<file path="config.mk">
export PLATFORM = sky130hd
export DESIGN_NAME = frame_phase_overlay
export DESIGN_NICKNAME = d
export VERILOG_FILES = /design/src/rtl/fpo_pkg.sv /design/src/rtl/fpo_ctrl.sv /design/src/rtl/fpo_datapath.sv /design/src/rtl/frame_phase_overlay.sv
export SDC_FILE = /design/constraint.sdc
export NUM_CORES = 1
export LEC_CHECK = 0
export BUFFER_PORTS_ARGS = -buffer_cell sky130_fd_sc_hd__buf_2
export CORE_MARGIN = 8
export CORE_UTILIZATION = 35
export CTS_CLUSTER_DIAMETER = 60
export DETAILED_ROUTE_END_ITERATION = 12
export SLEW_MARGIN = 25
export SYNTH_ARGS = -nofsm -noshare
export SYNTH_HDL_FRONTEND = slang
export SYNTH_SLANG_ARGS = --single-unit
</file>
<file path="constraint.sdc">
create_clock -name clk -period 11 [get_ports clk]
set_input_delay 1.1 -clock clk [delete_from_list [all_inputs] [get_ports clk]]
set_output_delay 1.1 -clock clk [all_outputs]
set_load 0.01 [all_outputs]
</file>
<file path="src/rtl/fpo_pkg.sv">
package fpo_pkg;
  typedef struct packed {
    logic capture;
    logic markEnable;
  } fpo_strobe_t;

  localparam logic [23:0] COL_EARLY  = 24'h0000FF;
  localparam logic [23:0] COL_LATE   = 24'hFF0000;
  localparam logic [23:0] COL_LOCKED = 24'h00FF00;
endpackage

</file>
<file path="src/rtl/fpo_ctrl.sv">
module fpo_ctrl (
  input  logic                clk,
  input  logic                rstN,
  input  logic                vsyncSync,
  output fpo_pkg::fpo_strobe_t strb
);
  logic vsyncPrev;
  logic armed;

  always_ff @(posedge clk) begin
    if (!rstN) begin
      vsyncPrev <= 1'b0;
      armed     <= 1'b0;
    end else begin
      vsyncPrev <= vsyncSync;
      if (strb.capture) armed <= 1'b1;
    end
  end

  always_comb begin
    strb.capture    = vsyncSync & ~vsyncPrev;
    strb.markEnable = armed;
  end

  // a capture can never follow a capture in the next cycle
  assert_no_double_capture_R2: assert property (@(posedge clk) disable iff (!rstN)
    strb.capture |=> !strb.capture);
endmodule

</file>
<file path="src/rtl/fpo_datapath.sv">
module fpo_datapath #(
  parameter int LINE_W      = 11,
  parameter int PIX_W       = 12,
  parameter int TARGET_LINE = 8,
  parameter int WINDOW      = 2,
  parameter int DASH_W      = 4,
  parameter int DASH_H      = 16
) (
  input  logic                 clk,
  input  logic                 rstN,
  input  fpo_pkg::fpo_strobe_t strb,
  input  logic [LINE_W-1:0]    lineIdx,
  input  logic [PIX_W-1:0]     pixIdx,
  input  logic [23:0]          rgbIn,
  input  logic                 vsyncSync,
  output logic [23:0]          rgbOut,
  output logic                 resValid,
  output logic                 early,
  output logic                 late,
  output logic                 locked
);
  import fpo_pkg::*;

  localparam int LO_EDGE = TARGET_LINE - WINDOW;
  localparam int HI_EDGE = TARGET_LINE + WINDOW;
  localparam int HALF_W  = DASH_W / 2;
  localparam int HALF_H  = DASH_H / 2;

  logic [LINE_W-1:0] latchLine;
  logic [PIX_W-1:0]  latchPix;
  int                curLine;
  int                dPix;
  int                dLine;
  logic              inDash;
  logic [23:0]       dashCol;

  assign curLine = int'(lineIdx);

  always_ff @(posedge clk) begin
    if (!rstN) begin
      latchLine <= '0;
      latchPix  <= '0;
      resValid  <= 1'b0;
      early     <= 1'b0;
      late      <= 1'b0;
      locked    <= 1'b0;
    end else begin
      resValid <= strb.capture;
      if (strb.capture) begin
        latchLine <= lineIdx;
        latchPix  <= pixIdx;
        early     <= (curLine < LO_EDGE);
        late      <= (curLine > HI_EDGE);
        locked    <= (curLine >= LO_EDGE) && (curLine <= HI_EDGE);
      end
    end
  end

  always_comb begin
    dPix   = int'(pixIdx) - int'(latchPix) + HALF_W;
    dLine  = curLine - int'(latchLine) + HALF_H;
    inDash = strb.markEnable && (dPix >= 0) && (dPix < DASH_W)
             && (dLine >= 0) && (dLine < DASH_H);
    if (early)     dashCol = COL_EARLY;
    else if (late) dashCol = COL_LATE;
    else           dashCol = COL_LOCKED;
    rgbOut = inDash ? dashCol : rgbIn;
  end

  assert_onehot_class_R3: assert property (@(posedge clk) disable iff (!rstN)
    $onehot0({early, late, locked}));

  assert_result_after_edge_R1: assert property (@(posedge clk) disable iff (!rstN)
    resValid |-> ($past(vsyncSync) && !$past(vsyncSync, 2)));

  assert_flags_hold_R6: assert property (@(posedge clk) disable iff (!rstN)
    !resValid |-> $stable({early, late, locked}));

  assert_single_strobe_R1: assert property (@(posedge clk) disable iff (!rstN)
    resValid |=> !resValid);

  assert_passthru_unarmed_R7: assert property (@(posedge clk) disable iff (!rstN)
    !strb.markEnable |-> (rgbOut == rgbIn));
endmodule

</file>
<file path="src/rtl/frame_phase_overlay.sv">
module frame_phase_overlay #(
  parameter int LINE_W      = 11,
  parameter int PIX_W       = 12,
  parameter int TARGET_LINE = 8,
  parameter int WINDOW      = 2,
  parameter int DASH_W      = 4,
  parameter int DASH_H      = 16
) (
  input  logic              clk,
  input  logic              rstN,
  input  logic [LINE_W-1:0] lineIdx,
  input  logic [PIX_W-1:0]  pixIdx,
  input  logic              vsyncSync,
  input  logic [23:0]       rgbIn,
  output logic [23:0]       rgbOut,
  output logic              resValid,
  output logic              early,
  output logic              late,
  output logic              locked
);
  fpo_pkg::fpo_strobe_t strb;

  fpo_ctrl ctrl_i (
    .clk(clk), .rstN(rstN), .vsyncSync(vsyncSync), .strb(strb)
  );

  fpo_datapath #(
    .LINE_W(LINE_W), .PIX_W(PIX_W), .TARGET_LINE(TARGET_LINE),
    .WINDOW(WINDOW), .DASH_W(DASH_W), .DASH_H(DASH_H)
  ) dp_i (
    .clk(clk), .rstN(rstN), .strb(strb), .lineIdx(lineIdx), .pixIdx(pixIdx),
    .rgbIn(rgbIn), .vsyncSync(vsyncSync), .rgbOut(rgbOut), .resValid(resValid),
    .early(early), .late(late), .locked(locked)
  );
endmodule

</file>
; ---- Word level (Yosys, flattened, before mapping)
; Index checks and enable logic that the tools add are counted.
[op_classes]
n_addsub = 4
order_cmp = 8
mux = 3
bitwise = 2
reduce_logical = 5
[op_table]
columns = op, n
row1 = 24-bit two-way mux, 3
row2 = 32-bit by 1-bit >= comparator with 1-bit output (second input constant), 2
row3 = 32-bit by 3-bit adder with 32-bit output (second input constant), 1
row4 = 32-bit by 5-bit adder with 32-bit output (second input constant), 1
row5 = 32-bit by 4-bit < comparator with 1-bit output (second input constant), 1
row6 = 32-bit by 6-bit < comparator with 1-bit output (second input constant), 1
row7 = 12-bit by 12-bit subtractor with 13-bit output, 1
row8 = 11-bit by 11-bit subtractor with 12-bit output, 1
row9 = 11-bit by 3-bit >= comparator with 1-bit output (second input constant), 1
row10 = 11-bit by 4-bit > comparator with 1-bit output (second input constant), 1
row11 = 11-bit by 4-bit <= comparator with 1-bit output (second input constant), 1
row12 = 11-bit by 3-bit < comparator with 1-bit output (second input constant), 1
row13 = 1-bit logical AND, 5
row14 = 1-bit bitwise AND, 1
row15 = 1-bit NOT, 1
[totals]
reg_bits = 29
inputBits = 50

; ---- Logic depth before layout (Yosys ltp)
; Gate-level depths: netlist (run 1).
[depth]
ltp_word = 8
depth_mapped = 20
mapped_depth_nobuf = 18

; ---- Hierarchy
; From an unflattened synthesis (run 1), not the netlist that was laid out.
[hier_totals]
cells_unflattened = 354
area_unflattened_um2 = 2922.8
[modules_own_cells]
columns = module, n_inst, cells_per_inst, area_per_inst_um2, seq_area_each_um2
row1 = fpo_datapath, 1, 348, 2846.5, 540.5
row2 = fpo_ctrl, 1, 6, 76.3, 40.0

; ---- Least setup slack after synthesis (run 1)
; OpenSTA, ideal clock, no wires.
[synth_path]
kind = input -> output
start = input pixIdx[6]
end = output rgbOut[4]
arrival_ps = 4781
slack_ps = 5119
cell_stages = 18
n_path_buf = 3
cell_sequence = ha_1 -> buf_6 -> a21o_1 -> or4_4 -> or2_0 -> o32a_1 -> a211oi_2 -> and2_1 -> nand3_1 -> ha_1 -> nand4b_1 -> nor4_1 -> nand4_1 -> a2111oi_0 -> o2111a_1 -> buf_6 -> buf_12 -> mux2_4
[synth_between]
elab_chain_cells = 8
[synth_rtl]
columns = item, line
row1 = start: declaration, frame_phase_overlay.sv:12  ; input logic [PIX_W-1:0] pixIdx,
row2 = 12-bit by 12-bit subtractor with 13-bit output (*), fpo_datapath.sv:60  ; dPix = int'(pixIdx) - int'(latchPix) + HALF_W;
row3 = 32-bit by 3-bit adder with 32-bit output (*), fpo_datapath.sv:60
row4 = 32-bit by 1-bit >= comparator with 1-bit output, fpo_datapath.sv:62  ; inDash = strb.markEnable && (dPix >= 0) && (dPix < DASH_W)
row5 = 1-bit logical AND, fpo_datapath.sv:62
row6 = 1-bit logical AND (*), fpo_datapath.sv:62
row7 = 1-bit logical AND (*) (2 in series), fpo_datapath.sv:63  ; && (dLine >= 0) && (dLine < DASH_H);
row8 = 24-bit two-way mux (*), fpo_datapath.sv:67  ; rgbOut = inDash ? dashCol : rgbIn;
row9 = end: declaration, frame_phase_overlay.sv:15  ; output logic [23:0] rgbOut,
; Mark *: on every way between the ends. The rest lies on a longest branch, timed or not.

; ---- Worst setup path after layout (run 1)
[layout_path]
start = input pixIdx[0]
end = output rgbOut[1]
; Same word-level chain as after synthesis.

==> flow_metrics.env, run 1 <==
export IMPL_grt_start_max_net_pins=29
export IMPL_syn_avg_cell_area_um2=7.47
export IMPL_rows=36
export IMPL_worstMarginPinSlew_ns=0.705
export IMPL_p_seq_share_pct=28.7
export IMPL_synthArstFlopShare_pct=0
export IMPL_synth_mux_area_share_pct=8.35
export IMPL_start_util_pct=35.4
export IMPL_cp_max_fo=24
export IMPL_hold_worst_slack_ns=0.464
export IMPL_worstPathRequired_ns=9.90
export IMPL_drc=0
export IMPL_die_h_um=115
export IMPL_max_freq_ghz=0.146
export IMPL_vias_per_cell=5.13
export IMPL_wl_um=8920
export IMPL_power_leakage_nw=1.72
export IMPL_numCtsBuffers=5
export IMPL_antenna_found_initial=0
export IMPL_ys_seq_elements=29
export IMPL_die_area_mm2=0.0132
export IMPL_synth_nets=542
export IMPL_p_comb_share_pct=40.9
export IMPL_grt_overflow=0
export IMPL_synth_compound_area_share_pct=25.5
export IMPL_yosysWarnings=0
export IMPL_cp_start_kind="input port"
export IMPL_tns_ns=0
export IMPL_fin_crit_ns=6.87
export IMPL_synth_top_family_by_area="compound AO/OA/AOI/OAI gates"
export IMPL_timing_final_hold_violations=0
export IMPL_diodes=0
export IMPL_netSwitchingFraction_pct=36.2
export IMPL_die_w_um=115
export IMPL_total_power_mw=0.397
export IMPL_clockRootBuffer="clkbuf_8"
export IMPL_ioPinCount=78
export IMPL_synthSimpleGateAreaFrac_pct=24.4
export IMPL_fin_crit_sh_pct=62.5
export IMPL_synth_ff_type="dfxtp_1"
export IMPL_p_sw_mw=0.144
export IMPL_cts_resized=0
export IMPL_synth_edf_count=0
export IMPL_worstHoldPathType="flop to flop"
export IMPL_status="completed"
export IMPL_htree_levels=2
export IMPL_clockPowerShare_pct=30.4
export IMPL_power_density_mw_per_mm2=100
export IMPL_arrival_ns=5.77
export IMPL_post_cts_buffers=0
export IMPL_synth_cells=457
export IMPL_yosysSeqAreaShare_pct=17.0
export IMPL_nets=602
export IMPL_grt_pass1_vias=3221
export IMPL_antenna_left=0
export IMPL_drive_gt1_share_pct=20.8
export IMPL_fillerInstances=1035
export IMPL_synth_xor_area_share_pct=2.31
export IMPL_cap_violations=0
export IMPL_hpwlAfterDp_um=7180
export IMPL_core_mm2=0.00964
export IMPL_synthAdderAreaFrac_pct=13.0
export IMPL_clock_path_buffers=2
export IMPL_slew_limit_headroom_pct=53.0
export IMPL_ir_drop_uv=83.2
export IMPL_power_internal_mw=0.253
export IMPL_critPathKind="input port to output port"
export IMPL_drtIter0Drc=126
export IMPL_netlist_area_mm2=0.00341
export IMPL_num_vias=3338
export IMPL_setup_viol=0
export IMPL_area_growth_pct=16.2
export IMPL_synth_cell_types=66
export IMPL_first_pass_iters=5
export IMPL_clock_sinks=29
export IMPL_grt_pass1_wl_um=14800
export IMPL_port_buffers=77
export IMPL_wl_per_cell_um=13.7
export IMPL_cts_tree="built"
export IMPL_end_kind="output port"
export IMPL_grt_usage_pct=13.5
export IMPL_clkLatencyLatePin_ns=0.29
export IMPL_cts_reportedPaths_clkPinSlew_ns=0.07
export IMPL_clock_skew_ns=0.00719
export IMPL_cts_hold_buf=0
export IMPL_gp_congestion=0.816
export IMPL_drv_slew=0
export IMPL_rsz0062_at_grt="no"
==> stage by stage <==
stage	cell area [um^2]	std cells	worst slack, ns	utilization [%]
after floorplan	3410	457	5.12	-
final	3970	651	4.13	41.1
after detailed placement	3840	643	4.16	39.9
after global placement	3840	643	3.89	39.8
after global routing	3970	651	3.66	41.1
after CTS	3960	651	4.13	41.1
==> routing by layer <==
metal	up-vias	share of wire [%]	GRT usage [%]	wire length (um)
li1	1753	-	-	-
met1	1537	45	15.9	4030
met2	37	51	24.7	4590
met3	11	2.4	2.42	212
met4	0	1.0	2.89	89
met5	-	0	0	0
==> logic make-up (layout without fill, tap and decap cells) <==
group / Yosys count / in the layout
muxes: 26 / 26
and+or+nand+nor: 169 / 169
xor gates and xnor gates: 9 / 9
buffers and inverters: 74 / 135
AOI/OAI and AO/OA: 115 / 115
adders and majority gates: 35 / 35
DFF: 29 / 29
==> registers in the layout (all words and copies together), names as in the netlist <==
name,cells
dp_i.latchPix,12
dp_i.latchLine,11
ctrl_i.armed,1
ctrl_i.vsyncPrev,1
dp_i.early,1
dp_i.late,1
dp_i.locked,1
dp_i.resValid,1
==> path summary, 6_finish.rpt <==
kind | start | end | slack [ns] | cells after the start
worst max-delay path | pixIdx[0] | rgbOut[1] | 4.13 | 19
worst min-delay path | dp_i.latchLine[8]$_SDFFE_PN0P_ | dp_i.latchLine[8]$_SDFFE_PN0P_ | 0.46 | 2
worst max register to register | ctrl_i.vsyncPrev$_SDFF_PN0_ | dp_i.early$_SDFFE_PN0P_ | 9.62 | 3
worst min register to register | dp_i.latchLine[8]$_SDFFE_PN0P_ | dp_i.latchLine[8]$_SDFFE_PN0P_ | 0.46 | 2
==> layout by cell type (no fill, tap or decap), types with 5 or more instances in the layout <==
| cell type | instances |
|---|---|
| or3_1 | 7 |
| xnor2_1 | 7 |
| o211ai_1 | 9 |
| nor3_1 | 15 |
| and3_1 | 8 |
| and2_1 | 7 |
| buf_2 | 77 |
| nand4_1 | 7 |
| o21ai_0 | 9 |
| clkbuf_8 | 6 |
| inv_1 | 50 |
| nor2_1 | 20 |
| dfxtp_1 | 29 |
| nand3_1 | 6 |
| a21o_1 | 8 |
| o2111ai_1 | 5 |
| o21a_1 | 7 |
| nand2_1 | 70 |
| ha_1 | 34 |
| a21boi_0 | 24 |
| a21oi_1 | 16 |
| mux2i_1 | 18 |
==> final cells by class <==
type	instances	area (um^2)	share of cell area, %
multi-input cells	354	2530	63.7
repair buffers	77	385	9.72
inverters	50	188	4.73
clock inverters	2	37.5	0.946
clock buffers	6	82.6	2.08
flip-flops and latches	29	581	14.6
well taps	133	166	4.20
==> power by group through the flow <==
stage / registers, mW / logic, mW / clock network, mW
2_1_floorplan: 0.116 / 0.120 / 0
3_3_place_gp: 0.116 / 0.159 / 0
3_5_place_dp: 0.116 / 0.162 / 0
4_1_cts: 0.114 / 0.163 / 0.124
5_1_grt: 0.115 / 0.184 / 0.129
6_report: 0.114 / 0.163 / 0.121
==> synthesized netlist by cell type, types with 5 or more instances <==
library cell / n / area share [%]
o21ai_0: 9 / 1.3
nand3_1: 6 / 0.88
and2_1: 7 / 1.3
mux2i_1: 18 / 5.3
dfxtp_1: 29 / 17
a21o_1: 8 / 1.8
xnor2_1: 7 / 1.8
nor2b_1: 5 / 0.92
inv_1: 50 / 5.5
a21oi_1: 16 / 2.3
o21a_1: 7 / 1.5
o211ai_1: 9 / 2.0
ha_1: 34 / 12
a21boi_0: 24 / 5.3
nor2_1: 20 / 2.2
nand2b_1: 5 / 0.92
nand4_1: 7 / 1.3
nand2_1: 70 / 7.7
o2111ai_1: 5 / 1.3
or3_1: 7 / 1.3
nor3_1: 15 / 2.2
and3_1: 8 / 1.5
clkbuf_1: 16 / 1.8
==> critical path: stages <==
cell,delay [ns]
buf_2,0.10
inv_1,0.04
ha_1,0.21
fa_1,0.41
nor2b_1,0.23
o211ai_1,0.11
a21oi_1,0.30
o221ai_1,0.21
a211oi_2,0.34
and2_1,0.22
nand3_1,0.09
ha_1,0.29
nand4b_1,0.10
nor4_1,0.19
nand4_1,0.13
a2111oi_0,0.38
o2111a_2,0.75
mux2_2,0.41
buf_2,0.14
(Power assumes the default switching activity.)
==> run 2: changes to the inputs <==
- clock period: 11 -> 6.3 ns (I/O delays scaled with it)
==> run 2 against run 1 <==
Net effect: first-iteration DRC count fell by 13%; cell count is 0.15% higher; sequential share of layout area barely moved; non-clock buffer count rose by 1; critical path type unchanged; total power increased by 76%; wire length up 0.59%; count of clock-buffer cells in the layout is the same.
==> flow_metrics.env, run 2 (synthesis results as in run 1) <==
export IMPL_critPathLaunch="pixIdx[0]"
export IMPL_core_mm2=0.00964
export IMPL_num_vias=3333
export IMPL_worstPathRequired_ns=5.67
export IMPL_cp_max_fo=24
export IMPL_worstHoldStart="dp_i.latchLine[6]$_SDFFE_PN0P_"
export IMPL_wl_um=8980
export IMPL_grt_pass1_wl_um=15000
export IMPL_drtIter0Drc=110
export IMPL_arrival_ns=5.19
export IMPL_ir_drop_uv=82.2
export IMPL_worstHoldPathType="flop to flop"
export IMPL_cp_start_kind="input port"
export IMPL_antenna_found_initial=0
export IMPL_drive_gt1_share_pct=20.8
export IMPL_whs_path_depth=2
export IMPL_largest_reg_flops=12
export IMPL_clockRootBuffer="clkbuf_8"
export IMPL_port_buffers=77
export IMPL_cts_reportedPaths_clkPinSlew_ns=0.07
export IMPL_stdcell_count=652
export IMPL_htree_levels=2
export IMPL_multi_input_area_mm2=0.00252
export IMPL_hpwlAfterDp_um=7180
export IMPL_vias_per_cell=5.11
export IMPL_timing_final_hold_violations=0
export IMPL_fillerInstances=1054
export IMPL_grt_overflow=0
export IMPL_clock_path_buffers=2
export IMPL_clock_sinks=29
export IMPL_fin_crit_ns=5.82
export IMPL_cts_resized=0
export IMPL_post_cts_buffers=0
export IMPL_worstMarginPinSlew_ns=0.706
export IMPL_slew_limit_headroom_pct=53.0
export IMPL_clkLatencyLatePin_ns=0.29
export IMPL_setup_viol=0
export IMPL_grt_pass1_vias=3351
export IMPL_status="completed"
export IMPL_grt_start_max_net_pins=29
export IMPL_power_density_mw_per_mm2=176
export IMPL_largest_register="dp_i.latchPix"
export IMPL_gp_congestion=0.819
export IMPL_die_area_mm2=0.0132
export IMPL_ioPinCount=78
export IMPL_area_growth_pct=16.3
export IMPL_antenna_left=0
export IMPL_dp_cells=644
export IMPL_cts_hold_buf=0
export IMPL_grt_usage_pct=13.5
export IMPL_start_util_pct=35.4
export IMPL_power_leakage_nw=1.74
export IMPL_end_kind="output port"
export IMPL_die_h_um=115
export IMPL_rows=36
export IMPL_fin_crit_sh_pct=92.4
export IMPL_cts_tree="built"
export IMPL_numCtsBuffers=5
export IMPL_layout_common_cells="77 x buf_2, 70 x nand2_1, 50 x inv_1"
export IMPL_diodes=0
export IMPL_rsz0062_at_grt="no"
export IMPL_critPathKind="input port to output port"
export IMPL_cap_violations=0
export IMPL_drc=0
export IMPL_worstRegToRegCells=4
export IMPL_die_w_um=115
export IMPL_layout_commonest_cell="buf_2"
export IMPL_clock_skew_ns=0.00805
export IMPL_register_area_um2=581
export IMPL_reg_top3="dp_i.latchPix: 12 flops, dp_i.latchLine: 11 flops"
export IMPL_nets=603
export IMPL_first_pass_iters=4
export IMPL_max_freq_ghz=0.172
export IMPL_tns_ns=0
export IMPL_regToRegStartpoint="ctrl_i.vsyncPrev$_SDFF_PN0_"
export IMPL_wl_per_cell_um=13.8
export IMPL_drv_slew=0
-- run 2: area by class of cell --
| cell class | instances | share of cell area, % |
|---|---|---|
| clock inverter | 2 | 0.945 |
| clock buffer | 6 | 2.08 |
| inverter | 50 | 4.72 |
| multi-input combinational | 354 | 63.6 |
| timing repair buffer | 78 | 9.89 |
| tap | 133 | 4.19 |
| sequential | 29 | 14.6 |
-- run 2: path summary, 6_finish.rpt --
kind,end,slack (ns)
hold / removal,dp_i.latchLine[6]$_SDFFE_PN0P_,0.46
setup reg to reg,dp_i.locked$_SDFFE_PN0P_,4.96
hold reg to reg,dp_i.latchLine[6]$_SDFFE_PN0P_,0.46
setup / recovery,rgbOut[1],0.48
-- run 2: metrics by stage --
stage / hold slack, ns / setup slack (ns) / util, % / cell area [um^2] / total power, mW
CTS: 0.468 / 0.517 / 41.2 / 3970 / 0.704
detailed placement: 0.458 / 0.542 / 39.9 / 3850 / 0.487
finish: 0.464 / 0.479 / 41.2 / 3970 / 0.698
floorplan: 0.417 / 1.36 / - / 3410 / 0.412
global placement: 0.451 / 0.624 / 39.9 / 3840 / 0.480
global route: 0.488 / 0.0355 / 41.2 / 3970 / 0.751
-- run 2: worst max-delay path, cell delays in order --
cell and delay (ns):
buf_2 0.10, inv_1 0.04, ha_1 0.21, fa_1 0.41, nor2b_1 0.25, o211ai_1 0.12, a21oi_1 0.30, o221ai_1 0.21
a211oi_2 0.36, and2_1 0.22, nand3_1 0.09, ha_1 0.29, nand4b_1 0.09, nor4_1 0.22, nand4_1 0.13, a2111oi_0 0.36
o2111a_1 0.25, buf_4 0.35, mux2_2 0.38, buf_2 0.14
-- run 2: report_power, final --
group,internal [mW],leakage (nW),switching [mW]
registers,0.193,0.238,0.00544
clock network,0.129,0.0574,0.0864
logic,0.120,1.44,0.164
-- run 2: layer usage --
layer | GRT usage, % | up-vias | routed length, um
li1 | - | 1748 | -
met4 | 2.80 | 0 | 104
met3 | 2.78 | 9 | 288
met5 | 0 | - | 0
met1 | 15.5 | 1532 | 3940
met2 | 25.1 | 44 | 4640
==> run 3: changes to the inputs <==
- ABC_AREA: default -> 1
==> run 3 against run 2 <==
Net effect: combinational power grew 33%; total power grew 6.6%; flip-flop and latch count is the same; first-iteration DRC count shrank 15%; non-clock buffer count shrank 1; register-to-register slack lost 0.57 ns; clock skew shrank 0.0024 ns; core utilization grew 0.90 points; setup slack gained 0.88 ns; critical path type unchanged; count of clock-buffer cells in the layout is the same.
==> flow_metrics.env, run 3 <==
export IMPL_placed_area_mm2=0.00403
export IMPL_design_area_mm2=0.00412
export IMPL_worstMarginPinSlew_ns=0.810
export IMPL_synth_edf_count=0
export IMPL_fin_ws_ns=1.36
export IMPL_diodes=0
export IMPL_regToRegStartpoint="ctrl_i.vsyncPrev$_SDFF_PN0_"
export IMPL_reg2reg_to="dp_i.latchLine[2]$_SDFFE_PN0P_"
export IMPL_synth_top_cell_area_share_pct=23.5
export IMPL_synth_cell_types=35
export IMPL_fin_crit_sh_pct=78.4
export IMPL_drive_gt1_share_pct=17.4
export IMPL_reg2reg_slack_ns=4.39
export IMPL_rsz0062_at_grt="no"
export IMPL_wl_per_cell_um=11.4
export IMPL_cp_max_fo=24
export IMPL_grt_start_max_net_pins=41
export IMPL_grt_pass1_vias=3699
export IMPL_drc=0
export IMPL_synth_common_cells="221 x nand2_1, 98 x inv_1, 52 x nand3_1"
export IMPL_total_power_mw=0.744
export IMPL_max_freq_ghz=0.203
export IMPL_clock_path_buffers=2
export IMPL_syn_avg_cell_area_um2=5.74
export IMPL_synth_compound_area_share_pct=11.2
export IMPL_drtIter0Drc=93
export IMPL_slowest_delay_ns=0.39
export IMPL_ys_seq_elements=29
export IMPL_grt_pass1_wl_um=16000
export IMPL_clock_sinks=29
export IMPL_hold_path_endpoint="dp_i.resValid$_SDFF_PN0_"
export IMPL_grt_usage_pct=14.4
export IMPL_gp_congestion=0.879
export IMPL_vias_per_cell=4.72
export IMPL_rows=36
export IMPL_status="completed"
export IMPL_fin_crit_ns=4.94
export IMPL_wl_um=9350
export IMPL_arrival_ns=4.31
export IMPL_worstRegToRegCells=4
export IMPL_largest_register="dp_i.latchPix"
export IMPL_crit_top_cell="nand2_1"
export IMPL_post_cts_buffers=0
export IMPL_die_w_um=116
export IMPL_cts_hold_buf=0
export IMPL_cts_tree="built"
export IMPL_synth_mux_area_share_pct=0
export IMPL_antenna_left=0
export IMPL_timing_final_hold_violations=0
export IMPL_reg_top3="dp_i.latchPix: 12 flops, dp_i.latchLine: 11 flops"
export IMPL_synth_top_family_by_area="simple AND/OR/NAND/NOR gates"
export IMPL_clockRootBuffer="clkbuf_8"
export IMPL_power_leakage_nw=2.33
export IMPL_synth_ff_type="dfxtp_1"
export IMPL_hpwlAfterDp_um=7860
export IMPL_layout_common_cells="221 x nand2_1, 97 x inv_1, 77 x buf_2"
export IMPL_grt_overflow=0
export IMPL_cp_start_kind="input port"
export IMPL_worstPathRequired_ns=5.67
export IMPL_critical_path_top_delay_family="simple AND/OR/NAND/NOR gates"
export IMPL_die_h_um=116
export IMPL_layout_commonest_cell="nand2_1"
export IMPL_synth_xor_area_share_pct=0.745
export IMPL_ioPinCount=78
export IMPL_nets=773
export IMPL_cap_violations=0
export IMPL_core_mm2=0.00977
export IMPL_clkLatencyLatePin_ns=0.28
export IMPL_power_density_mw_per_mm2=181
export IMPL_clock_skew_ns=0.00561
export IMPL_yosys_top_cells_area="nand2_1 24%, dfxtp_1 16%, ha_1 12%, inv_1 10%, nand3_1 7.4%"
export IMPL_fillerInstances=1112
export IMPL_critPathBufInv=5
export IMPL_synthArstFlopShare_pct=0
export IMPL_dp_slack_ns=1.33
export IMPL_crit_cells=29
export IMPL_numCtsBuffers=5
export IMPL_die_area_mm2=0.0135
export IMPL_num_vias=3879
export IMPL_first_pass_iters=4
export IMPL_synth_nets=699
export IMPL_netlist_area_mm2=0.00353
export IMPL_drv_slew=0
export IMPL_setup_viol=0
export IMPL_slowest_stage="fa_1"
export IMPL_worstHoldPathType="flop to flop"
export IMPL_synthAdderAreaFrac_pct=12.6
export IMPL_yosysMostFrequentCell="nand2_1"
export IMPL_critPathKind="input port to output port"
export IMPL_largest_reg_flops=12
export IMPL_synthSimpleGateAreaFrac_pct=46.5
export IMPL_htree_levels=2
export IMPL_yosysWarnings=0
export IMPL_cts_resized=0
export IMPL_cts_reportedPaths_clkPinSlew_ns=0.06
export IMPL_yosysSeqAreaShare_pct=16.5
export IMPL_synth_cells=614
export IMPL_whs_path_depth=1
export IMPL_start_util_pct=36.1
export IMPL_worstHoldStart="ctrl_i.vsyncPrev$_SDFF_PN0_"
export IMPL_tns_ns=0
export IMPL_synth_area_leader_cell="nand2_1"
export IMPL_end_kind="output port"
export IMPL_slew_limit_headroom_pct=45.8
export IMPL_area_growth_pct=16.7
export IMPL_ir_drop_uv=89.9
export IMPL_antenna_found_initial=0
export IMPL_port_buffers=77
run 3: cell count changes after synthesis, moves of 14 or more:
cell / before / now
o21ai_0: 9 / 28
a21oi_1: 16 / 36
mux2i_1: 18 / 0
nor2_1: 20 / 42
inv_1: 50 / 98
a21boi_0: 24 / 0
nand2_1: 70 / 221
nand3_1: 6 / 52
nor3_1: 15 / 1
run 3: per-stage QoR:
stage	util, %	hold WS (ns)	std cells
floorplan	-	0.392	614
global placement	41.2	0.397	814
detailed placement	41.2	0.401	814
CTS	42.1	0.412	821
global route	42.1	0.438	821
finish	42.1	0.411	821
run 3: area by class of cell:
type	count	area [um^2]	share of cell area (%)
Tap cell	133	166	4.04
Timing Repair Buffer	77	385	9.36
Clock buffer	6	82.6	2.01
Clock inverter	1	7.51	0.182
Inverter	103	387	9.39
Multi-Input combinational cell	472	2510	60.9
Sequential cell	29	581	14.1
run 3: routing by layer:
| metal | vias to the layer above | track usage, % | share of wire [%] |
|---|---|---|---|
| li1 | 2091 | - | - |
| met1 | 1722 | 16.2 | 43 |
| met2 | 52 | 27.0 | 52 |
| met3 | 14 | 2.17 | 3.4 |
| met4 | 0 | 4.49 | 1.6 |
| met5 | - | 0 | 0 |
run 3: logic make-up (layout without fill, tap and decap cells):
kind of cell / count (synthesis) / after routing
AND/OR/NAND/NOR: 361 / 361
buffers and inverters: 113 / 187
AO/OA/AOI/OAI: 73 / 73
adder cells (fa/ha/maj): 35 / 35
flip-flops: 29 / 29
XOR/XNOR: 3 / 3
run 3: how the worst max path moves through the flow:
stage                           from    endpoint  slack, ns
after global routing      lineIdx[5]   rgbOut[1]       0.84
after global placement     pixIdx[0]   rgbOut[1]       1.45
after detailed placement   pixIdx[0]   rgbOut[4]       1.33
after floorplan            pixIdx[0]  rgbOut[10]       1.98
final                      pixIdx[0]   rgbOut[4]       1.36
after CTS                  pixIdx[0]   rgbOut[4]       1.32
run 3: worst reg2reg max path: cells and delay by family (launching register included):
| kind | cells | cell delay, ns |
|---|---|---|
| buffers and inverters | 1 | 0.47 |
| and+or+nand+nor | 1 | 0.63 |
| AOI/OAI and AO/OA | 2 | 0.37 |
| DFF | 1 | 0.31 |
run 3: report_power, final:
group	internal [mW]	switching, mW	leakage (nW)
Clock	0.0863	0.0773	0.0433
Sequential	0.197	0.00515	0.241
Combinational	0.131	0.247	2.05
